[config.mk]
export PLATFORM = sky130hd
export DESIGN_NAME = serial_rx_queue
export DESIGN_NICKNAME = d
export VERILOG_FILES = /design/src/rtl/rxq_pkg.sv /design/src/rtl/rxq_sync2.sv /design/src/rtl/rxq_store.sv /design/src/rtl/rxq_req.sv /design/src/rtl/serial_rx_queue.sv
export SDC_FILE = /design/constraint.sdc
export NUM_CORES = 1
export LEC_CHECK = 0
export BUFFER_PORTS_ARGS = -buffer_cell sky130_fd_sc_hd__buf_4
export CAP_MARGIN = 10
export CELL_PAD_IN_SITES_DETAIL_PLACEMENT = 1
export CELL_PAD_IN_SITES_GLOBAL_PLACEMENT = 1
export CORE_ASPECT_RATIO = 1.75
export CORE_UTILIZATION = 48
export CTS_BUF_LIST = sky130_fd_sc_hd__clkbuf_4 sky130_fd_sc_hd__clkbuf_8
export DETAILED_ROUTE_END_ITERATION = 6
export GPL_TIMING_DRIVEN = 1
export PLACE_DENSITY = 0.78
export SLEW_MARGIN = 10
export SYNTH_ARGS = -nofsm -noshare
export SYNTH_HDL_FRONTEND = slang
export SYNTH_SLANG_ARGS = --single-unit
export TNS_END_PERCENT = 1
[constraint.sdc]
create_clock -name clk -period 2.2 [get_ports clk]
set_input_delay 0.44 -clock clk [delete_from_list [all_inputs] [get_ports clk]]
set_output_delay 0.44 -clock clk [all_outputs]
set_load 0.1 [all_outputs]
[src/rtl/rxq_pkg.sv]
package rxq_pkg;
  localparam int unsigned CHAR_W = 8;

  typedef struct packed {
    logic              perr;
    logic              ferr;
    logic [CHAR_W-1:0] data;
  } rxq_entry_t;
endpackage

[src/rtl/rxq_sync2.sv]
module rxq_sync2 #(
  parameter logic RST_VAL = 1'b1
) (
  input  logic clk,
  input  logic rst_n,
  input  logic d_async,
  output logic q_sync
);
  logic s1_q, s2_q;

  always_ff @(posedge clk or negedge rst_n) begin
    if (!rst_n) begin
      s1_q <= RST_VAL;
      s2_q <= RST_VAL;
    end else begin
      s1_q <= d_async;
      s2_q <= s1_q;
    end
  end

  assign q_sync = s2_q;
endmodule

[src/rtl/rxq_store.sv]
module rxq_store
  import rxq_pkg::*;
#(
  parameter int unsigned DEPTH = 8,
  localparam int unsigned AW = $clog2(DEPTH),
  localparam int unsigned CW = $clog2(DEPTH + 1)
) (
  input  logic       clk,
  input  logic       rst_n,
  input  logic       push,
  input  logic       pop,
  input  rxq_entry_t din,
  output rxq_entry_t dout,
  output logic [CW-1:0] count,
  output logic       drop
);
  rxq_entry_t    mem [DEPTH];
  logic [AW-1:0] wp_q, rp_q, wp_d, rp_d;
  logic [CW-1:0] cnt_q, cnt_d;
  logic          full, empty, wr_ok, rd_ok;

  assign full  = (cnt_q == CW'(DEPTH));
  assign empty = (cnt_q == '0);
  assign rd_ok = pop && !empty;
  assign wr_ok = push && (!full || pop);
  assign drop  = push && full && !pop;

  always_comb begin
    wp_d  = wp_q;
    rp_d  = rp_q;
    cnt_d = cnt_q;
    if (wr_ok) wp_d = (wp_q == AW'(DEPTH - 1)) ? '0 : wp_q + 1'b1;
    if (rd_ok) rp_d = (rp_q == AW'(DEPTH - 1)) ? '0 : rp_q + 1'b1;
    if (wr_ok && !rd_ok)      cnt_d = cnt_q + 1'b1;
    else if (rd_ok && !wr_ok) cnt_d = cnt_q - 1'b1;
  end

  always_ff @(posedge clk or negedge rst_n) begin
    if (!rst_n) begin
      wp_q  <= '0;
      rp_q  <= '0;
      cnt_q <= '0;
    end else begin
      wp_q  <= wp_d;
      rp_q  <= rp_d;
      cnt_q <= cnt_d;
    end
  end

  always_ff @(posedge clk) begin
    if (wr_ok) mem[wp_q] <= din;
  end

  assign dout  = mem[rp_q];
  assign count = cnt_q;


  cnt_bound_chk: assert property (@(posedge clk) disable iff (!rst_n)
    cnt_q <= CW'(DEPTH));

  full_hold_chk: assert property (@(posedge clk) disable iff (!rst_n)
    (full && push && !pop) |=> (cnt_q == CW'(DEPTH)));

  empty_read_chk: assert property (@(posedge clk) disable iff (!rst_n)
    (empty && pop && !push) |=> (cnt_q == '0));

  full_swap_chk: assert property (@(posedge clk) disable iff (!rst_n)
    (full && push && pop) |=> (cnt_q == CW'(DEPTH)));
endmodule

[src/rtl/rxq_req.sv]
module rxq_req #(
  parameter int unsigned DEPTH  = 8,
  parameter int unsigned THR_HI = 4,
  localparam int unsigned CW = $clog2(DEPTH + 1)
) (
  input  logic          clk,
  input  logic          rst_n,
  input  logic [CW-1:0] count,
  input  logic          thr_sel,
  input  logic          int_en,
  input  logic          dma_en,
  output logic          avail,
  output logic          rx_int,
  output logic          rx_dma_req
);
  logic at_thr;

  always_comb begin
    avail  = (count != '0);
    at_thr = thr_sel ? (count >= CW'(THR_HI)) : avail;
  end

  assign rx_int     = int_en && at_thr;
  assign rx_dma_req = dma_en && at_thr;


  int_needs_avail_chk: assert property (@(posedge clk) disable iff (!rst_n)
    (rx_int || rx_dma_req) |-> avail);

  hi_thr_chk: assert property (@(posedge clk) disable iff (!rst_n)
    (thr_sel && rx_int) |-> (count >= CW'(THR_HI)));
endmodule

[src/rtl/serial_rx_queue.sv]
module serial_rx_queue
  import rxq_pkg::*;
#(
  parameter int unsigned DEPTH  = 8,
  parameter int unsigned THR_HI = 4,
  localparam int unsigned CW = $clog2(DEPTH + 1)
) (
  input  logic              clk,
  input  logic              rst_n,
  input  logic              rx_en,
  input  logic              auto_en,
  input  logic              carrier_n,
  input  logic              thr_sel,
  input  logic              int_en,
  input  logic              dma_en,
  input  logic              wr_vld,
  input  logic [CHAR_W-1:0] wr_data,
  input  logic              wr_perr,
  input  logic              wr_ferr,
  input  logic              rd_stb,
  input  logic              err_rst,
  output logic [CHAR_W-1:0] rd_data,
  output logic              rd_perr,
  output logic              rd_ferr,
  output logic              char_avail,
  output logic              rx_int,
  output logic              rx_dma_req,
  output logic              overrun
);
  logic          carrier_n_s, intake_ok, push, drop;
  logic          ovr_q, ovr_d;
  logic [CW-1:0] count;
  rxq_entry_t    din, dout;

  rxq_sync2 #(.RST_VAL(1'b1)) u_cd_sync (
    .clk(clk), .rst_n(rst_n), .d_async(carrier_n), .q_sync(carrier_n_s)
  );

  always_comb begin
    intake_ok = rx_en && !(auto_en && carrier_n_s);
    push      = wr_vld && intake_ok;
    din.perr  = wr_perr;
    din.ferr  = wr_ferr;
    din.data  = wr_data;
  end

  rxq_store #(.DEPTH(DEPTH)) u_store (
    .clk(clk), .rst_n(rst_n), .push(push), .pop(rd_stb),
    .din(din), .dout(dout), .count(count), .drop(drop)
  );

  rxq_req #(.DEPTH(DEPTH), .THR_HI(THR_HI)) u_req (
    .clk(clk), .rst_n(rst_n), .count(count), .thr_sel(thr_sel),
    .int_en(int_en), .dma_en(dma_en), .avail(char_avail),
    .rx_int(rx_int), .rx_dma_req(rx_dma_req)
  );

  always_comb begin
    ovr_d = ovr_q;
    if (err_rst) ovr_d = 1'b0;
    if (drop)    ovr_d = 1'b1;
  end

  always_ff @(posedge clk or negedge rst_n) begin
    if (!rst_n) ovr_q <= 1'b0;
    else        ovr_q <= ovr_d;
  end

  assign overrun = ovr_q;
  assign rd_data = dout.data;
  assign rd_perr = dout.perr;
  assign rd_ferr = dout.ferr;


  ovr_set_chk: assert property (@(posedge clk) disable iff (!rst_n)
    (wr_vld && intake_ok && !rd_stb && count == CW'(DEPTH)) |=> overrun);

  ovr_sticky_chk: assert property (@(posedge clk) disable iff (!rst_n)
    (overrun && !err_rst) |=> overrun);

  gate_off_chk: assert property (@(posedge clk) disable iff (!rst_n)
    (!rx_en && !char_avail) |=> !char_avail);
endmodule

==> summary.md <==
| Metric | Value |
|---|---|
| Status | finished with violations |
| Failing checks | negative setup slack |
| Mux cell area share after synthesis | between 10% and 20% |
| IO Pins | 35 |
| Hpwl dp | 4823 um |
| Mapped Area | roughly 0.0038 mm^2 |
| Drt wl/cell | roughly 23 um |
| Initial antenna violation count | 0 |
| First-pass DRT Iterations | 4 |
| Final net count | 276 |
| HP Class | in -> reg |
| Die area | about 0.0083 mm^2 |
| Core area | around 0.0076 mm^2 |
| Seq/Total Area, Yosys | between 70% and 80% |
| Worst Setup SP | u_store.rp_q[0]$_DFFE_PN0P_ |
| Final WL | 7664 um |
| CTS sink cnt | 93 |
| Gr usage total | 20.45% |
| Fin. max-slew vios | 0 |
| Final Hold Vio Count | 0 |
| Root buf cell | clkbuf_8 |
| Syn Area/Cell | 20.61 um^2 |
| Post-Synth Adder-Cell Area | under 10% |
| Initial DRC count | roughly 200 |
| Synth Area in XOR/XNOR | less than 1% |
| HP Start | carrier_n |
| Least-Margin Pin Slew | 0.8676 ns |
| Unrepaired setup endpoints after global routing | true |
| Vias in the first global route | between 2,000 and 2,500 |
| Num CTS Buffers | 9 |
| First-pass GRT wire length | between 10,000 and 15,000 um |
| H-tree depth | 3 |
| Filler instances | roughly 660 |
| Post-synthesis simple-gate area fraction | 3.596% |
| Synth Instances | about 180 |
| Pre-CTS setup slack | -0.05429 ns |
| Via density | approximately 5.7 |
| Share of cells above drive strength 1 | between 40% and 50% |
| Worst clock skew | roughly 0.0037 ns |
| Initial Utilization | 49.77% |
| # diodes | 0 |
| Worst r2r src | u_cd_sync.q_sync$_DFF_PN1_ |
| Pin count of the biggest net entering global routing | 15 |
| Global route total overflow | 0 |
| Max Root-Sink Buffers | 2 |
| Yosys warning count | 0 |
| Crit Path Category | reg -> out |
| Post-route DRC | 0 |
| Chip Height | roughly 120 um |
| Highest Clock Rate | around 0.4 GHz |
| Final-report setup violation count | 10 |
| Post-layout min period | ~2.5 ns |
| Max-Cap Viols | 0 |
| Synth Area in Compound Gates | less than 1% |
| Layout area overhead | 23.82% |
| Yosys reg bits | 93 |
| Crit share post-route | 111.7% |
| Antenna Nets Post-Route | 0 |
| Critical Path Fanout Max | 5 |
| P_leak | around 1.7 nW |
| Clock latency on the worst-skew pair | between 0.3 and 0.4 ns |
| Clk slew on worst S/H paths | 0.08 ns |
| Worst Setup Start Kind | register |
| Distinct cells, synth | 24 |
| Largest family of logic cells by synthesized area | multiplexers |
| Cell Pwr Density | between 1500 and 2000 mW/mm^2 |
| Peak VDD IR | 0.6841 mV |
| CTS tree | yes |
| Critical Path AT | slightly above 2 ns |
| Net Count, Synth | 213 |
| Die X | ~69 um |
| Req. time, crit path | 1.76 ns |
| Final design utilization | about three fifths |
| Final Worst Setup Slack | -0.2582 ns |
| GP Congestion | ~0.70 |
| DR vias | between 1,500 and 2,000 |
| Slew headroom | a little over two fifths |
| Most frequent cells in the layout | edfxtp_1, buf_4, mux4_2, buf_12, mux2_4 |
| Commonest non-fill, non-tap cell in the layout | edfxtp_1 |
| Port buffer count | 34 |
| Worst Setup End Kind | output pin |
| Num rows | 42 |
## kinds of logic (layout without fill, tap and decap cells)
family                   Yosys count  after routing
AO/OA/AOI/OAI                      6              6
XOR/XNOR                           3              3
adder cells (fa/ha/maj)            8              8
buffers and inverters              8             76
flip-flops                        93             93
multiplexers                      37             37
AND/OR/NAND/NOR                   29             29
## cell type report
cell class              instances  area (um^2)  share of cell area [%]
repair buffers                 57        635.6                   13.54
inverters                       3        11.26                  0.2398
well taps                      88        110.1                   2.345
clock buffers                  11        138.9                   2.958
flip-flops and latches         93         2733                   58.19
multi-input cells              83         1016                   21.64
clock inverters                 5        51.30                   1.092
## where the power goes
group          internal, mW  leakage, nW  switching, mW  total, mW
Clock                 0.543       0.0976          0.545       1.09
Combinational          1.72        0.743           2.06       3.78
Sequential             2.11        0.873          0.227       2.34
Total                  4.37         1.71           2.83       7.20
## registers in the layout, indices dropped and copies added (netlist names)
name              cells
u_cd_sync.s1_q        1
u_store.wp_q          3
u_store.rp_q          3
u_cd_sync.q_sync      1
u_store.mem          80
u_store.count         4
overrun               1
## worst paths after layout
check | endpoint | slack, ns | cells past startpoint
max | rd_data[0] | -0.26 | 5
min reg2reg | u_cd_sync.q_sync$_DFF_PN1_ | 0.36 | 0
min in group asynchronous | u_store.count[3]$_DFFE_PN0P_ | 0.46 | 2
max in group asynchronous | u_cd_sync.s1_q$_DFF_PN1_ | 1.50 | 2
max reg2reg | u_store.count[3]$_DFFE_PN0P_ | 0.12 | 11
min | u_cd_sync.s1_q$_DFF_PN1_ | 0.19 | 1
## synth_stat cells, drive strengths merged
master  instances  area [um^2]
mux2           17        191.4
nand3           4        20.02
o22ai           1        6.260
nand2b          2        12.51
clkbuf          3        11.26
a21oi           2        10.01
nand2           6        22.52
inv             3        11.26
o21bai          1        7.510
nor4            1        6.260
nor2            8        30.03
edfxtp         80         2402
dfrtp          11        275.3
xnor2           3        26.28
and3            2        12.51
o21ai           2        10.01
dfstp           2        52.55
and2            2        12.51
buf             2        22.52
nor3            4        20.02
fa              1        20.02
ha              7        87.58
mux4           20        521.8
## repair_timing
item,CTS,global route
hold buffers,1,0
endpoints found under the hold margin,11,0
buffers inserted,3,0
gates resized for setup,66,3
gates cloned,3,0
endpoints found under the setup margin,11,13
## worst max-delay path: stages (launching register included)
cell and delay [ns]:
dfrtp_2 0.42, buf_4 0.14, buf_12 0.12, mux4_2 0.50, mux2_4 0.31, buf_12 0.17
## per-stage QoR
step | std cells | total power [mW] | setup TNS, ns | area [um^2] | hold slack, ns
6_report | 340 | 7.203 | -2.518 | 4696 | 0.1873
5_1_grt | 340 | 7.499 | -2.977 | 4696 | 0.1716
4_1_cts | 340 | 7.247 | -2.577 | 4682 | 0.1704
3_5_place_dp | 317 | 5.231 | -0.05429 | 4273 | 0.3003
3_3_place_gp | 317 | 5.139 | 0 | 4273 | 0.2966
2_1_floorplan | 184 | 4.550 | -0.01356 | 3809 | 0.1444
## layer usage
layer,part of all wire (%),vias to the layer above,track usage [%]
met5,0,-,0
met4,2.0,0,10.59
li1,-,862,-
met2,55,67,34.53
met3,3.8,12,3.359
met1,40,1002,25.21
No activity file was read; power rests on OpenSTA's default activity.
